### src/rtl/lic_pkg.sv
// Shared constants for the leveled interrupt controller.
// Assumes at least three sources; the first three are the fixed-level external inputs.
package lic_pkg;
    localparam int LVL_W   = 3;
    localparam int PRI_W   = 2;
    localparam int CFG_W   = LVL_W + PRI_W;
    localparam int NUM_EXT = 3;

    // Command offsets above the per-source configuration addresses.
    localparam int MSET_OFS = 0;
    localparam int MCLR_OFS = 1;
    localparam int FSET_OFS = 2;
    localparam int FCLR_OFS = 3;
    localparam int GMSK_OFS = 4;
    localparam int NUM_CMD  = 5;

    // Fixed level of each external source.
    function automatic logic [LVL_W-1:0] ext_level(input int idx);
        case (idx)
            0:       return 3'd1;
            1:       return 3'd4;
            default: return 3'd7;
        endcase
    endfunction
endpackage

### src/rtl/lic_regs.sv
// Software-visible state: per-source level, priority, mask and force bits, plus the global mask.
// Mask and force bits are changed one at a time by index commands. External sources hold fixed levels.
module lic_regs
    import lic_pkg::*;
#(
    parameter int NUM_SRC = 16,
    parameter int IDX_W   = 4,
    parameter int ADDR_W  = 5,
    parameter int DATA_W  = 5
) (
    input  logic                          clk,
    input  logic                          rst_n,
    input  logic                          wr_en,
    input  logic [ADDR_W-1:0]             wr_addr,
    input  logic [DATA_W-1:0]             wr_data,
    output logic [NUM_SRC-1:0][LVL_W-1:0] src_lvl,
    output logic [NUM_SRC-1:0][PRI_W-1:0] src_pri,
    output logic [NUM_SRC-1:0]            src_mask,
    output logic [NUM_SRC-1:0]            src_frc,
    output logic                          glb_mask
);
    logic             cmd_mset, cmd_mclr, cmd_fset, cmd_fclr, cmd_gmsk;
    logic [IDX_W-1:0] cmd_idx;

    // Decode the command addresses that sit above the configuration block.
    always_comb begin
        cmd_mset = wr_en && (wr_addr == ADDR_W'(NUM_SRC + MSET_OFS));
        cmd_mclr = wr_en && (wr_addr == ADDR_W'(NUM_SRC + MCLR_OFS));
        cmd_fset = wr_en && (wr_addr == ADDR_W'(NUM_SRC + FSET_OFS));
        cmd_fclr = wr_en && (wr_addr == ADDR_W'(NUM_SRC + FCLR_OFS));
        cmd_gmsk = wr_en && (wr_addr == ADDR_W'(NUM_SRC + GMSK_OFS));
        cmd_idx  = wr_data[IDX_W-1:0];
    end

    // Global mask register.
    always_ff @(posedge clk) begin
        if (!rst_n)        glb_mask <= 1'b0;
        else if (cmd_gmsk) glb_mask <= wr_data[0];
    end

    for (genvar i = 0; i < NUM_SRC; i++) begin : g_src
        logic             cfg_hit, idx_hit;
        logic [PRI_W-1:0] pri_q;
        logic             mask_q, frc_q;

        assign cfg_hit = wr_en && (wr_addr == ADDR_W'(i));
        assign idx_hit = (cmd_idx == IDX_W'(i));

        // Priority field: taken from every configuration write.
        always_ff @(posedge clk) begin
            if (!rst_n)       pri_q <= '0;
            else if (cfg_hit) pri_q <= wr_data[LVL_W +: PRI_W];
        end

        // Mask bit: set out of reset, changed only by its own index command.
        always_ff @(posedge clk) begin
            if (!rst_n)                   mask_q <= 1'b1;
            else if (cmd_mset && idx_hit) mask_q <= 1'b1;
            else if (cmd_mclr && idx_hit) mask_q <= 1'b0;
        end

        // Force bit: software-asserted request.
        always_ff @(posedge clk) begin
            if (!rst_n)                   frc_q <= 1'b0;
            else if (cmd_fset && idx_hit) frc_q <= 1'b1;
            else if (cmd_fclr && idx_hit) frc_q <= 1'b0;
        end

        assign src_pri[i]  = pri_q;
        assign src_mask[i] = mask_q;
        assign src_frc[i]  = frc_q;

        if (i < NUM_EXT) begin : g_ext
            // External source: level is a wired constant, writes to it are dropped.
            assign src_lvl[i] = ext_level(i);
        end else begin : g_int
            logic [LVL_W-1:0] lvl_q;
            // Internal source: level is programmable.
            always_ff @(posedge clk) begin
                if (!rst_n)       lvl_q <= '0;
                else if (cfg_hit) lvl_q <= wr_data[LVL_W-1:0];
            end
            assign src_lvl[i] = lvl_q;
        end
    end

    assert_mask_set_R4: assert property (@(posedge clk) disable iff (!rst_n)
        cmd_mset |=> src_mask[$past(cmd_idx)]);
    assert_mask_clear_R4: assert property (@(posedge clk) disable iff (!rst_n)
        cmd_mclr |=> !src_mask[$past(cmd_idx)]);
    assert_force_set_R5: assert property (@(posedge clk) disable iff (!rst_n)
        cmd_fset |=> src_frc[$past(cmd_idx)]);
endmodule

### src/rtl/lic_select.sv
// Combinational arbitration over the qualifying sources.
// Finds the highest level present, and the winner on one requested level:
// highest priority value wins, and a tie goes to the lower index.
module lic_select
    import lic_pkg::*;
#(
    parameter int NUM_SRC = 16,
    parameter int IDX_W   = 4
) (
    input  logic [NUM_SRC-1:0]            qual,
    input  logic [NUM_SRC-1:0][LVL_W-1:0] src_lvl,
    input  logic [NUM_SRC-1:0][PRI_W-1:0] src_pri,
    input  logic [LVL_W-1:0]              match_lvl,
    output logic [LVL_W-1:0]              top_lvl,
    output logic                          found,
    output logic [IDX_W-1:0]              win_idx
);
    logic [PRI_W-1:0] best_pri;

    // Ascending scan; a strict compare keeps the lower index on equal priority.
    always_comb begin
        top_lvl  = '0;
        found    = 1'b0;
        win_idx  = '0;
        best_pri = '0;
        for (int i = 0; i < NUM_SRC; i++) begin
            if (qual[i] && (src_lvl[i] > top_lvl))
                top_lvl = src_lvl[i];
            if (qual[i] && (src_lvl[i] == match_lvl) && (!found || (src_pri[i] > best_pri))) begin
                found    = 1'b1;
                win_idx  = IDX_W'(i);
                best_pri = src_pri[i];
            end
        end
    end
endmodule

### src/rtl/lic_ack.sv
// Acknowledge response register: captures the winner's vector, or the spurious vector,
// on the edge where the acknowledge is seen. Valid lasts one cycle.
module lic_ack #(
    parameter int               IDX_W    = 4,
    parameter int               VEC_W    = 8,
    parameter logic [VEC_W-1:0] VEC_BASE = 8'h40,
    parameter logic [VEC_W-1:0] VEC_SPUR = 8'h18
) (
    input  logic             clk,
    input  logic             rst_n,
    input  logic             ack_req,
    input  logic             found,
    input  logic [IDX_W-1:0] win_idx,
    output logic             ack_valid,
    output logic [VEC_W-1:0] ack_vector
);
    // One-cycle valid pulse that follows each acknowledge.
    always_ff @(posedge clk) begin
        if (!rst_n) ack_valid <= 1'b0;
        else        ack_valid <= ack_req;
    end

    // Vector capture; holds between acknowledges.
    always_ff @(posedge clk) begin
        if (!rst_n)       ack_vector <= '0;
        else if (ack_req) ack_vector <= found ? (VEC_BASE + VEC_W'(win_idx)) : VEC_SPUR;
    end

    assert_ack_pulse_R8: assert property (@(posedge clk) disable iff (!rst_n)
        ack_req |=> ack_valid);
    assert_no_stray_valid_R8: assert property (@(posedge clk) disable iff (!rst_n)
        !ack_req |=> !ack_valid);
    assert_spurious_R9: assert property (@(posedge clk) disable iff (!rst_n)
        (ack_req && !found) |=> (ack_vector == VEC_SPUR));
endmodule

### src/rtl/lvl_irq_ctrl.sv
// Leveled priority interrupt controller top.
// Qualifies each request against its mask, level and the global mask. It registers the highest
// qualifying level for the core and answers level acknowledges with a vector.
// Assumes irq_in is already synchronous to clk.
module lvl_irq_ctrl
    import lic_pkg::*;
#(
    parameter int               NUM_SRC  = 16,
    parameter int               VEC_W    = 8,
    parameter logic [VEC_W-1:0] VEC_BASE = 8'h40,
    parameter logic [VEC_W-1:0] VEC_SPUR = 8'h18,
    parameter int               IDX_W    = $clog2(NUM_SRC),
    parameter int               ADDR_W   = $clog2(NUM_SRC + NUM_CMD),
    parameter int               DATA_W   = (IDX_W > CFG_W) ? IDX_W : CFG_W
) (
    input  logic               clk,
    input  logic               rst_n,
    input  logic [NUM_SRC-1:0] irq_in,
    input  logic               wr_en,
    input  logic [ADDR_W-1:0]  wr_addr,
    input  logic [DATA_W-1:0]  wr_data,
    input  logic               ack_req,
    input  logic [LVL_W-1:0]   ack_level,
    output logic [LVL_W-1:0]   ipl,
    output logic               ack_valid,
    output logic [VEC_W-1:0]   ack_vector
);
    logic [NUM_SRC-1:0][LVL_W-1:0] src_lvl;
    logic [NUM_SRC-1:0][PRI_W-1:0] src_pri;
    logic [NUM_SRC-1:0]            src_mask, src_frc, qual;
    logic                          glb_mask, found;
    logic [LVL_W-1:0]              top_lvl;
    logic [IDX_W-1:0]              win_idx;

    lic_regs #(.NUM_SRC(NUM_SRC), .IDX_W(IDX_W), .ADDR_W(ADDR_W), .DATA_W(DATA_W)) u_regs (
        .clk(clk), .rst_n(rst_n), .wr_en(wr_en), .wr_addr(wr_addr), .wr_data(wr_data),
        .src_lvl(src_lvl), .src_pri(src_pri), .src_mask(src_mask), .src_frc(src_frc),
        .glb_mask(glb_mask)
    );

    for (genvar i = 0; i < NUM_SRC; i++) begin : g_qual
        // Request (pin or force), unmasked, enabled level, and past the global mask unless on level 7.
        assign qual[i] = (irq_in[i] | src_frc[i]) & ~src_mask[i] & (src_lvl[i] != '0)
                       & (~glb_mask | (src_lvl[i] == 3'd7));
    end

    lic_select #(.NUM_SRC(NUM_SRC), .IDX_W(IDX_W)) u_sel (
        .qual(qual), .src_lvl(src_lvl), .src_pri(src_pri), .match_lvl(ack_level),
        .top_lvl(top_lvl), .found(found), .win_idx(win_idx)
    );

    // Registered level presented to the core.
    always_ff @(posedge clk) begin
        if (!rst_n) ipl <= '0;
        else        ipl <= top_lvl;
    end

    lic_ack #(.IDX_W(IDX_W), .VEC_W(VEC_W), .VEC_BASE(VEC_BASE), .VEC_SPUR(VEC_SPUR)) u_ack (
        .clk(clk), .rst_n(rst_n), .ack_req(ack_req), .found(found), .win_idx(win_idx),
        .ack_valid(ack_valid), .ack_vector(ack_vector)
    );

    assert_idle_ipl_R7: assert property (@(posedge clk) disable iff (!rst_n)
        (qual == '0) |=> (ipl == '0));
    assert_winner_level_R8: assert property (@(posedge clk) disable iff (!rst_n)
        found |-> (qual[win_idx] && (src_lvl[win_idx] == ack_level)));
endmodule

### config.mk
export PLATFORM = sky130hd
export DESIGN_NAME = lvl_irq_ctrl
export DESIGN_NICKNAME = d
export VERILOG_FILES = /design/src/rtl/lic_pkg.sv /design/src/rtl/lic_regs.sv /design/src/rtl/lic_select.sv /design/src/rtl/lic_ack.sv /design/src/rtl/lvl_irq_ctrl.sv
export SDC_FILE = /design/constraint.sdc
export NUM_CORES = 1
export LEC_CHECK = 0
export BUFFER_PORTS_ARGS = -buffer_cell sky130_fd_sc_hd__buf_2
export CAP_MARGIN = 20
export CORE_MARGIN = 3
export CORE_UTILIZATION = 67
export DETAILED_ROUTE_END_ITERATION = 10
export PLACE_DENSITY = 0.95
export SETUP_SLACK_MARGIN = 0.5
export SKIP_LAST_GASP = 1
export SLEW_MARGIN = 10
export SYNTH_ARGS = -nofsm -noshare
export SYNTH_HDL_FRONTEND = slang
export SYNTH_SLANG_ARGS = --single-unit
### constraint.sdc
create_clock -name clk -period 24.4 [get_ports clk]
set_input_delay 1.22 -clock clk [delete_from_list [all_inputs] [get_ports clk]]
set_output_delay 1.22 -clock clk [all_outputs]
set_load 0.005 [all_outputs]
==> impl_results.md, run 1 <==
- Post-synth top area share: 0.275
- Synth area leaders: dfxtp_1, ha_1, mux2i_1
- Unrepaired setup endpoints after global routing: no
- Outcome: finished, final reports clean
- GRT overflow: 0
- Die Y: ~120 um
- Top delay family on crit path: compound AO/OA/AOI/OAI gates
- CTS Root Cell: clkbuf_16
- FF/Latch Area: ~2300 um^2
- WP data arrival: a little under 20,000 ps
- YS warnings: 0
- FF-to-FF End: ipl[1]$_SDFF_PN0_
- Hpwl dp: approximately 15 mm
- Crit-path slowest cell: a211oi_1
- Num ports: 45
- Synth cell types: 78
- Num CTS Buffers: 17
- EDFF count, synth: 0
- Sequential element share of the synthesized area: 0.275
- Avg WL per Cell: between 15 and 20 um
- Drt initial violations: just under 1,000
- Syn Area/Cell: between 8 and 9 um^2
- Post-Place Cell Area: about 8600 um^2
- Largest net degree at the start of global routing: roughly 120
- Clock Path Buffers: 2
- Via Count: 8,169
- Die width: between 100 and 150 um
- Routed vias/inst: about 6.6
- Leakage power: approximately 3.6 nW
- GR Util met1: 0.390
- Site row count: 40
- DRT Pass-1 Iters: 6
- Most numerous cell on the critical path: ha_1
- Mapped Area: between 8000 and 9000 um^2
- Most numerous cell in the Yosys netlist: dfxtp_1
- Post-layout min period: between 15,000 and 20,000 ps
- Most used DFF post-synth: dfxtp_1
- Core Box Area: roughly 12,000 um^2
- Vias in the first global route: roughly 8,000
- Met2 usage: 0.566
- Final Setup Violations: 0
- Crit. End Element: flip-flop
- Slowest stage delay, CP: approximately 570 ps
- DR DRC count: 0
- Worst Skew: 9.41 ps
- Post_cts resized: 0
- Met3 Usage GRT: 0.0839
- Reg clk slew, reported paths: ~60 ps
- Worst vdd ir: between 40 and 50 uV
- Crit path kind: input pin to flip-flop
- Hold buffers post-CTS: 0
- Worst path required time: 24,720 ps
- Period Utilization, post-route: 0.784
- R2R depth: 86
- Hold path cells: 2
- Worst rel slew slack: 0.317
- Skew-Pair Late Insertion Delay: 430 ps
- Die area: ~14,000 um^2
- Setup bufs post-CTS: 0
- Area growth syn-to-layout: 10.4%
- Initial antenna violation count: 1
- Hold endpoint: u_regs.g_src[8].pri_q[0]$_SDFFE_PN0P_
- CTS tree: done
- Reg2Reg Setup Slack: approximately 5500 ps
- Highest clock rate: ~52 MHz
- Worst Max-Slew Pin Slew: about 1000 ps
- Setup TNS: 0 ps
- Cell taking the most area after synthesis: dfxtp_1
- Yosys reg bits: about 110
- Hold path startpoint: u_regs.g_src[8].pri_q[0]$_SDFFE_PN0P_
- Layout cells sized above 1: 0.109
- Fin. max-slew vios: 0
- PortBufs: between 40 and 50
- HP Class: flip-flop to flip-flop
- H-Tree Depth: 4
- Max_cap viols: 0
- First-pass GRT wire length: around 40 mm
- R2R Path Start: u_regs.glb_mask$_SDFFE_PN0P_
- P per Cell Area: between 50 and 60 nW/um^2
- Design Power: between 0.4 and 0.5 mW
- GP Congestion: ~0.95
- Async S/R FF share, synth: 0
- Multi-input logic area: 5570 um^2
- Antenna-violating nets left: 0
- Crit path buf inv count: 6
- Post-Syn Instances: ~1,000
- Filler cell count: just under 800
- Gr busiest metal: met2
- Post-Route WL: 23.7 mm
- Initial core utilization: 0.688
- All-Layer GR Usage: 0.342
- Final Hold Viols: 0
- Crit-path max FO: 10
- Post-synth top cells: dfxtp_1, nand2_1, o21ai_0
- Startpoint Class: input pin
- Final Cell Area: slightly above 9000 um^2
- CTS Sinks: roughly 110
- # nets final: between 1,000 and 1,500
==> worst register-to-register path, delay by kind of cell (launching register included) <==
kind | cells | cell delay [ps]
flops | 1 | 290
compound gates | 43 | 9440
fa+ha+maj | 13 | 3780
buf+inv | 6 | 670
simple gates | 21 | 3360
mux | 3 | 1170
==> cell usage in the layout, fill, tap and decap left out, types with 29 or more instances in the layout <==
| cell type | n |
|---|---|
| nor2b_1 | 68 |
| a21boi_0 | 32 |
| o211ai_1 | 29 |
| mux2i_1 | 52 |
| nand3_1 | 52 |
| o21ai_0 | 80 |
| dfxtp_1 | 114 |
| nor2_1 | 62 |
| inv_1 | 61 |
| nand2_1 | 101 |
| ha_1 | 57 |
| buf_2 | 42 |
| xnor2_1 | 30 |
==> cell type report <==
class                   instances  area share
repair buffers                 51      0.0306
inverters                      61      0.0250
well taps                     168      0.0229
flip-flops and latches        114       0.249
diodes                          1    0.000273
clock buffers                  19      0.0472
multi-input cells             810       0.607
clock inverters                13      0.0176
==> state kept, by name (all words and copies together), names as in the netlist <==
name / cells
u_regs.g_src.pri_q: 32
u_regs.g_src.frc_q: 16
u_ack.ack_valid: 1
ipl: 3
u_regs.glb_mask: 1
u_regs.g_src.mask_q: 16
u_ack.ack_vector: 6
u_regs.g_src.g_int.lvl_q: 39
==> power breakdown <==
| part | internal [mW] | total [mW] | switching (mW) |
|---|---|---|---|
| logic | 0.0102 | 0.0287 | 0.0185 |
| clock network | 0.160 | 0.255 | 0.0946 |
| registers | 0.188 | 0.189 | 0.00141 |
| total | 0.358 | 0.472 | 0.114 |
==> per-stage QoR <==
step	utilization	setup WS [ps]	cells	hold slack, ps
after detailed placement	0.709	5740	1202	468
after global placement	0.709	6350	1202	456
after CTS	0.758	5730	1234	476
after floorplan	-	8070	1038	443
after global routing	0.760	4010	1237	508
final	0.760	5280	1237	478
==> worst max-delay path by stage <==
stage,startpoint,endpoint,slack [ps],cells after the start
finish,irq_in[1],ipl[1]$_SDFF_PN0_,5280,86
CTS,irq_in[1],ipl[1]$_SDFF_PN0_,5730,86
global route,irq_in[1],ipl[2]$_SDFF_PN0_,4010,88
global placement,irq_in[1],ipl[1]$_SDFF_PN0_,6350,87
detailed placement,irq_in[1],ipl[1]$_SDFF_PN0_,5740,86
floorplan,irq_in[1],ipl[1]$_SDFF_PN0_,8070,85
==> per-layer routing <==
layer  up-vias  wire, um
met1      3785      9140
met4         0      1450
met5         -         0
met3       150      1870
li1       3742         -
met2       492     11200
==> cells by family after synthesis <==
logic type / Yosys count / share of synthesized area
DFF: 114 / 0.275
xor gates and xnor gates: 39 / 0.0411
adders and majority gates: 58 / 0.0871
AOI/OAI and AO/OA: 279 / 0.237
buffers and inverters: 114 / 0.0550
other: 1 / 0.000452
muxes: 63 / 0.0799
and+or+nand+nor: 369 / 0.225
(Power assumes the default switching activity.)
==> inputs of run 2 (changes only) <==
--- a/config.mk
+++ b/config.mk
@@ -5,12 +5,13 @@
 export SDC_FILE = /design/constraint.sdc
 export NUM_CORES = 1
 export LEC_CHECK = 0
+export ABC_AREA = 1
 export BUFFER_PORTS_ARGS = -buffer_cell sky130_fd_sc_hd__buf_2
 export CAP_MARGIN = 20
 export CORE_MARGIN = 3
-export CORE_UTILIZATION = 67
+export CORE_UTILIZATION = 56
 export DETAILED_ROUTE_END_ITERATION = 10
-export PLACE_DENSITY = 0.95
+export PLACE_DENSITY = 0.87
 export SETUP_SLACK_MARGIN = 0.5
 export SKIP_LAST_GASP = 1
 export SLEW_MARGIN = 10
==> constraint.sdc (replaced) <==
create_clock -name clk -period 17.5 [get_ports clk]
set_input_delay 0.875 -clock clk [delete_from_list [all_inputs] [get_ports clk]]
set_output_delay 0.875 -clock clk [all_outputs]
set_load 0.005 [all_outputs]
==> impl_results.md, run 2 <==
- Outcome: finished, final reports clean
- Max_cap viols: 0 (unchanged)
- Top flop regs: u_regs.g_src.g_int.lvl_q (39), u_regs.g_src.pri_q (32)
- Post_cts resized: 0 (unchanged)
- Largest register by flop count: u_regs.g_src.g_int.lvl_q
- Hpwl dp: 14.6 mm (-5.2%)
- Crit path to: u_ack.ack_vector[2]$_SDFFE_PN0P_
- Largest net degree at the start of global routing: 76 (-35%)
- N_diodes: 0 (-1)
- Mapped Area: 7730 um^2 (-6.9%)
- GRT overflow: 0 (unchanged)
- Num ports: 45 (unchanged)
- CP Launch Point: ack_level[0]
- P per Cell Area: 78.6 nW/um^2 (+52%)
- Setup TNS: 0 ps (unchanged)
- Synth cell types: 48 (-38%)
- FF-to-FF End: u_ack.ack_vector[2]$_SDFFE_PN0P_
- Vias in the first global route: 7,082 (-13%)
- Skew-Pair Late Insertion Delay: 420 ps (about the same)
- HP Class: flip-flop to flip-flop
- First-pass GRT wire length: 34.1 mm (-12%)
- WP data arrival: 15,590 ps (-3850 ps)
- Site row count: 42 (+5.0%)
- R2R depth: 102 (+19%)
- Hold buffers post-CTS: 0 (unchanged)
- Post-layout min period: ~15,000 ps
- DRT Pass-1 Iters: 5 (-1)
- Post-synth top cells: nand2_1, o21ai_0, dfxtp_1
- Setup bufs post-CTS: 0 (unchanged)
- Highest clock rate: 65.4 MHz
- Commonest non-fill, non-tap cell in the layout: nand2_1
- Crit-path slowest cell: buf_2
- Async S/R FF share, synth: 0 (unchanged)
- Reg clk slew, reported paths: 60 ps (about the same)
- Post-synth top area share: 0.295 (+0.0205)
- Commonest cells after routing, fill and taps aside: nand2_1, o21ai_0, dfxtp_1
- All-Layer GR Usage: 0.284 (-0.0582)
- Crit. End Element: flip-flop
- Largest register FFs: 39 (unchanged)
- Sequential element share of the synthesized area: 0.295 (+0.0205)
- Final worst slack: 2210 ps (-3070 ps)
- Worst vdd ir: 77.6 uV (+70%)
- Most used DFF post-synth: dfxtp_1
- Critical path depth: 100 (+16%)
- Area growth syn-to-layout: 11.9%
- CTS Sinks: 114 (unchanged)
- CTS Root Cell: clkbuf_16
- Antenna-violating nets left: 0 (unchanged)
- CTS tree: done
- Initial core utilization: 0.579 (-0.110)
- Avg WL per Cell: 15.5 um (-19%)
- Cell taking the most area after synthesis: dfxtp_1
- Die Y: 123 um (+5.2%)
- Fin. max-slew vios: 0 (unchanged)
- Num CTS Buffers: 17 (unchanged)
- Top delay family on crit path: simple AND/OR/NAND/NOR gates
- Clock Path Buffers: 2 (unchanged)
- Via Count: 7,731 (-5.4%)
- Post-Syn Instances: 1,117 (+7.7%)
- Layout cells sized above 1: 0.121 (+0.0123)
- Initial antenna violation count: 0 (-1)
- Startpoint Class: input pin
- YS warnings: 0 (unchanged)
- Most numerous cell on the critical path: o21ai_0
- Slowest stage delay, CP: 410 ps (-160 ps)
- Most numerous cell in the Yosys netlist: nand2_1
- Synth area leaders: dfxtp_1, nand2_1, ha_1
- H-Tree Depth: 4 (unchanged)
- EDFF count, synth: 0 (unchanged)
- Syn Area/Cell: 6.92 um^2 (-14%)
- Reg2Reg Setup Slack: 2270 ps (-3260 ps)
- Worst path required time: 17,800 ps (-6920 ps)
- Period Utilization, post-route: 0.874
- Worst rel slew slack: 0.243 (-0.0739)
- Crit path kind: input pin to flip-flop
- Routed vias/inst: 5.80 (-12%)
- Worst slack at placement: 1980 ps (-3760 ps)
- Drt initial violations: 771 (-22%)
- GP Congestion: 0.954 (+0.16%)
- Final Setup Violations: 0 (unchanged)
- # nets final: 1,235 (+7.9%)
- Post-Route WL: 20.6 mm (-13%)
- Crit path buf inv count: 12 (+6)
- Die width: 123 um (+5.2%)
- Leakage power: 3.75 nW (+3.9%)
- Final Hold Viols: 0 (unchanged)
- Crit-path max FO: 16 (+6)
- Filler cell count: 1,134 (+44%)
- DR DRC count: 0 (unchanged)
- R2R Path Start: u_regs.glb_mask$_SDFFE_PN0P_
- Unrepaired setup endpoints after global routing: no
- Die area: 15,200 um^2 (+11%)
- Worst Skew: 8.90 ps (-0.509 ps)
- Core Box Area: 13,300 um^2 (+11%)
- Yosys reg bits: 114 (unchanged)
- Worst Max-Slew Pin Slew: 1120 ps (+121 ps)
- PortBufs: 42 (unchanged)
==> run 2: how the worst min path moves through the flow <==
stage	startpoint	end	slack [ps]	cells after the start
final	u_regs.g_src[1].pri_q[0]$_SDFFE_PN0P_	u_regs.g_src[1].pri_q[0]$_SDFFE_PN0P_	450	2
after detailed placement	u_regs.g_src[1].pri_q[0]$_SDFFE_PN0P_	u_regs.g_src[1].pri_q[0]$_SDFFE_PN0P_	440	2
after global routing	u_regs.g_src[1].pri_q[0]$_SDFFE_PN0P_	u_regs.g_src[1].pri_q[0]$_SDFFE_PN0P_	460	2
after global placement	u_regs.g_src[1].pri_q[0]$_SDFFE_PN0P_	u_regs.g_src[1].pri_q[0]$_SDFFE_PN0P_	440	2
after CTS	u_regs.g_src[1].pri_q[0]$_SDFFE_PN0P_	u_regs.g_src[1].pri_q[0]$_SDFFE_PN0P_	450	2
after floorplan	u_regs.g_src[1].pri_q[0]$_SDFFE_PN0P_	u_regs.g_src[1].pri_q[0]$_SDFFE_PN0P_	420	2
==> run 2: stage by stage <==
stage / std cells / utilization / hold slack, ps / power, mW / instance area [um^2]
finish: 1334 / 0.648 / 445 / 0.679 / 8640
global route: 1334 / 0.648 / 459 / 0.699 / 8640
CTS: 1332 / 0.647 / 447 / 0.680 / 8630
detailed placement: 1300 / 0.600 / 438 / 0.312 / 8000
global placement: 1300 / 0.600 / 441 / 0.311 / 8000
floorplan: 1118 / - / 424 / 0.299 / 7730
==> run 2: cell type report <==
| cell class | instances | area, um^2 | share of cell area |
|---|---|---|---|
| clock buffers | 21 | 470 | 0.0544 |
| well taps | 176 | 220 | 0.0255 |
| repair buffers | 47 | 245 | 0.0284 |
| clock inverters | 11 | 158 | 0.0182 |
| inverters | 109 | 412 | 0.0476 |
| flip-flops and latches | 114 | 2280 | 0.264 |
| multi-input cells | 856 | 4860 | 0.562 |
==> run 2: tightest hold or removal path, stage by stage, from the launching register on <==
cell and delay [ps]:
dfxtp_1 310, inv_1 50, a21oi_1 50
==> run 2: logic make-up after synthesis <==
kind of cell / after synthesis / share of synthesized area
AND/OR/NAND/NOR: 465 / 0.276
AO/OA/AOI/OAI: 295 / 0.216
buffers and inverters: 148 / 0.0764
flip-flops: 114 / 0.295
adder cells (fa/ha/maj): 57 / 0.0923
XOR/XNOR: 37 / 0.0429
other: 1 / 0.000485
==> run 2: routing by layer <==
metal	vias up	share of wire	track usage
li1	3868	-	-
met1	3463	0.43	0.371
met2	341	0.45	0.446
met3	59	0.089	0.0640
met4	0	0.030	0.130
met5	-	0	0
==> run 2: where the power goes <==
part           total [mW]  switching (mW)  leakage, nW  internal, mW
clock network       0.371           0.123        0.312         0.248
logic              0.0437          0.0308         2.52        0.0129
registers           0.265         0.00241        0.921         0.262
==> inputs of run 3 (changes only) <==
--- a/config.mk
+++ b/config.mk
@@ -8,7 +8,6 @@
 export ABC_AREA = 1
 export BUFFER_PORTS_ARGS = -buffer_cell sky130_fd_sc_hd__buf_2
 export CAP_MARGIN = 20
-export CORE_MARGIN = 3
 export CORE_UTILIZATION = 56
 export DETAILED_ROUTE_END_ITERATION = 10
 export PLACE_DENSITY = 0.87
==> impl_results.md, run 3 (synthesis results as in run 2) <==
- Crit-path slowest cell: buf_2
- First-pass GRT wire length: 33.7 mm (-1.1%)
- Period Utilization, post-route: 0.869 (-0.00506)
- CTS tree: done
- Most numerous cell on the critical path: o21ai_0
- Area growth syn-to-layout: 11.2%
- Leakage power: 3.72 nW (-0.74%)
- Die area: 14,300 um^2 (-6.4%)
- Routed vias/inst: 5.87 (+1.4%)
- Post-layout min period: 15,200 ps (-88.6 ps)
- Worst vdd ir: 67.3 uV (-13%)
- R2R Path Start: u_regs.glb_mask$_SDFFE_PN0P_
- Crit-path max FO: 15 (-1)
- Initial antenna violation count: 0 (unchanged)
- PortBufs: 42 (unchanged)
- Layout cells sized above 1: 0.119 (-0.00228)
- Final Setup Violations: 0 (unchanged)
- Crit. End Element: flip-flop
- Commonest cells after routing, fill and taps aside: nand2_1, o21ai_0, dfxtp_1
- Hold buffers post-CTS: 0 (unchanged)
- Die Y: 119 um (-3.2%)
- Avg WL per Cell: 15.5 um (about the same)
- Hpwl dp: 14.3 mm (-1.9%)
- GRT overflow: 0 (unchanged)
- CP Launch Point: ack_level[2]
- Die width: 119 um (-3.2%)
- Largest register FFs: 39 (unchanged)
- WP data arrival: 15,500 ps (-90 ps)
- Post_cts resized: 0 (unchanged)
- N_diodes: 0 (unchanged)
- DRT Pass-1 Iters: 5 (unchanged)
- Top delay family on crit path: simple AND/OR/NAND/NOR gates
- Antenna-violating nets left: 0 (unchanged)
- Post-Route WL: 20.6 mm (-0.16%)
- All-Layer GR Usage: 0.297 (+0.0135)
- HP Class: flip-flop to flip-flop
- Largest register by flop count: u_regs.g_src.g_int.lvl_q
- Reg clk slew, reported paths: 50 ps (about the same)
- P per Cell Area: 75.4 nW/um^2 (-4.1%)
- Drt initial violations: 681 (-12%)
- R2R depth: 104 (+2.0%)
- Max_cap viols: 0 (unchanged)
- Clock Path Buffers: 2 (unchanged)
- Setup bufs post-CTS: 0 (unchanged)
- Site row count: 42 (unchanged)
- Crit path kind: input pin to flip-flop
- Largest net degree at the start of global routing: 76 (unchanged)
- Highest clock rate: 65.8 MHz (+0.58%)
- Vias in the first global route: 7,198 (+1.6%)
- Initial core utilization: 0.579 (unchanged)
- Final worst slack: 2300 ps (+88.6 ps)
- CTS Root Cell: clkbuf_16
- Design Power: 0.648 mW (-4.7%)
- Skew-Pair Late Insertion Delay: 430 ps (about the same)
- DR DRC count: 0 (unchanged)
- Crit path to: u_ack.ack_vector[2]$_SDFFE_PN0P_
- CTS Sinks: 114 (unchanged)
- Worst rel slew slack: 0.301 (+0.0578)
- # nets final: 1,235 (unchanged)
- Crit path buf inv count: 15 (+3)
- Via Count: 7,818 (+1.1%)
- Final Hold Viols: 0 (unchanged)
- Worst path required time: 17,790 ps (about the same)
- Num ports: 45 (unchanged)
- Num CTS Buffers: 17 (unchanged)
- Top flop regs: u_regs.g_src.g_int.lvl_q (39), u_regs.g_src.pri_q (32)
- Worst slack at placement: 2040 ps (+63.3 ps)
- Commonest non-fill, non-tap cell in the layout: nand2_1
- Outcome: finished, final reports clean
- GP Congestion: 0.924 (-3.2%)
- Setup TNS: 0 ps (unchanged)
- Unrepaired setup endpoints after global routing: no
- Fin. max-slew vios: 0 (unchanged)
- Critical path depth: 102 (+2.0%)
- FF-to-FF End: u_ack.ack_vector[2]$_SDFFE_PN0P_
- Core Box Area: 13,300 um^2 (unchanged)
- Worst Skew: 6.64 ps (-2.27 ps)
- Startpoint Class: input pin
- Worst Max-Slew Pin Slew: 1040 ps (-74.8 ps)
- Reg2Reg Setup Slack: 2300 ps (+30 ps)
- H-Tree Depth: 4 (unchanged)
- Slowest stage delay, CP: 420 ps (about the same)
run 3: how the worst min path moves through the flow:
stage,from,endpoint,slack (ps),depth (start not counted)
3_3_place_gp,u_regs.g_src[1].pri_q[0]$_SDFFE_PN0P_,u_regs.g_src[1].pri_q[0]$_SDFFE_PN0P_,440,2
5_1_grt,u_regs.g_src[0].frc_q$_SDFFE_PN0P_,u_regs.g_src[0].frc_q$_SDFFE_PN0P_,480,2
4_1_cts,u_regs.g_src[1].pri_q[0]$_SDFFE_PN0P_,u_regs.g_src[1].pri_q[0]$_SDFFE_PN0P_,450,2
6_report,u_regs.g_src[1].pri_q[0]$_SDFFE_PN0P_,u_regs.g_src[1].pri_q[0]$_SDFFE_PN0P_,450,2
3_5_place_dp,u_regs.g_src[1].pri_q[0]$_SDFFE_PN0P_,u_regs.g_src[1].pri_q[0]$_SDFFE_PN0P_,440,2
2_1_floorplan,u_regs.g_src[1].pri_q[0]$_SDFFE_PN0P_,u_regs.g_src[1].pri_q[0]$_SDFFE_PN0P_,420,2
run 3: layout make-up:
| class | count | area (um^2) |
|---|---|---|
| Clock buffer | 23 | 488 |
| Multi-Input combinational cell | 856 | 4860 |
| Sequential cell | 114 | 2280 |
| Fill cell | 1187 | 4750 |
| Inverter | 109 | 412 |
| Clock inverter | 6 | 80.1 |
| Timing Repair Buffer | 47 | 248 |
| Tap cell | 176 | 220 |
run 3: stage by stage:
step,cells,cell area [um^2],hold WS [ps],utilization
finish,1331,8590,448,0.644
global route,1331,8590,476,0.644
CTS,1330,8580,447,0.643
detailed placement,1301,8010,439,0.600
global placement,1301,8010,440,0.600
floorplan,1118,7730,424,-
run 3: tightest hold or removal path, cell delays in order, from the launching register on:
cell,delay (ps)
dfxtp_1,300
inv_1,50
a21oi_1,50
run 3: power by group:
group	internal, mW	switching (mW)
clock	0.221	0.118
combinational	0.0130	0.0312
sequential	0.262	0.00238
total	0.496	0.152
run 3: layer usage:
| layer | GRT usage | vias up | wire length, um |
|---|---|---|---|
| met1 | 0.365 | 3599 | 8850 |
| li1 | - | 3854 | - |
| met2 | 0.499 | 313 | 9580 |
| met4 | 0.123 | 0 | 531 |
| met5 | 0 | - | 0 |
| met3 | 0.0670 | 52 | 1650 |
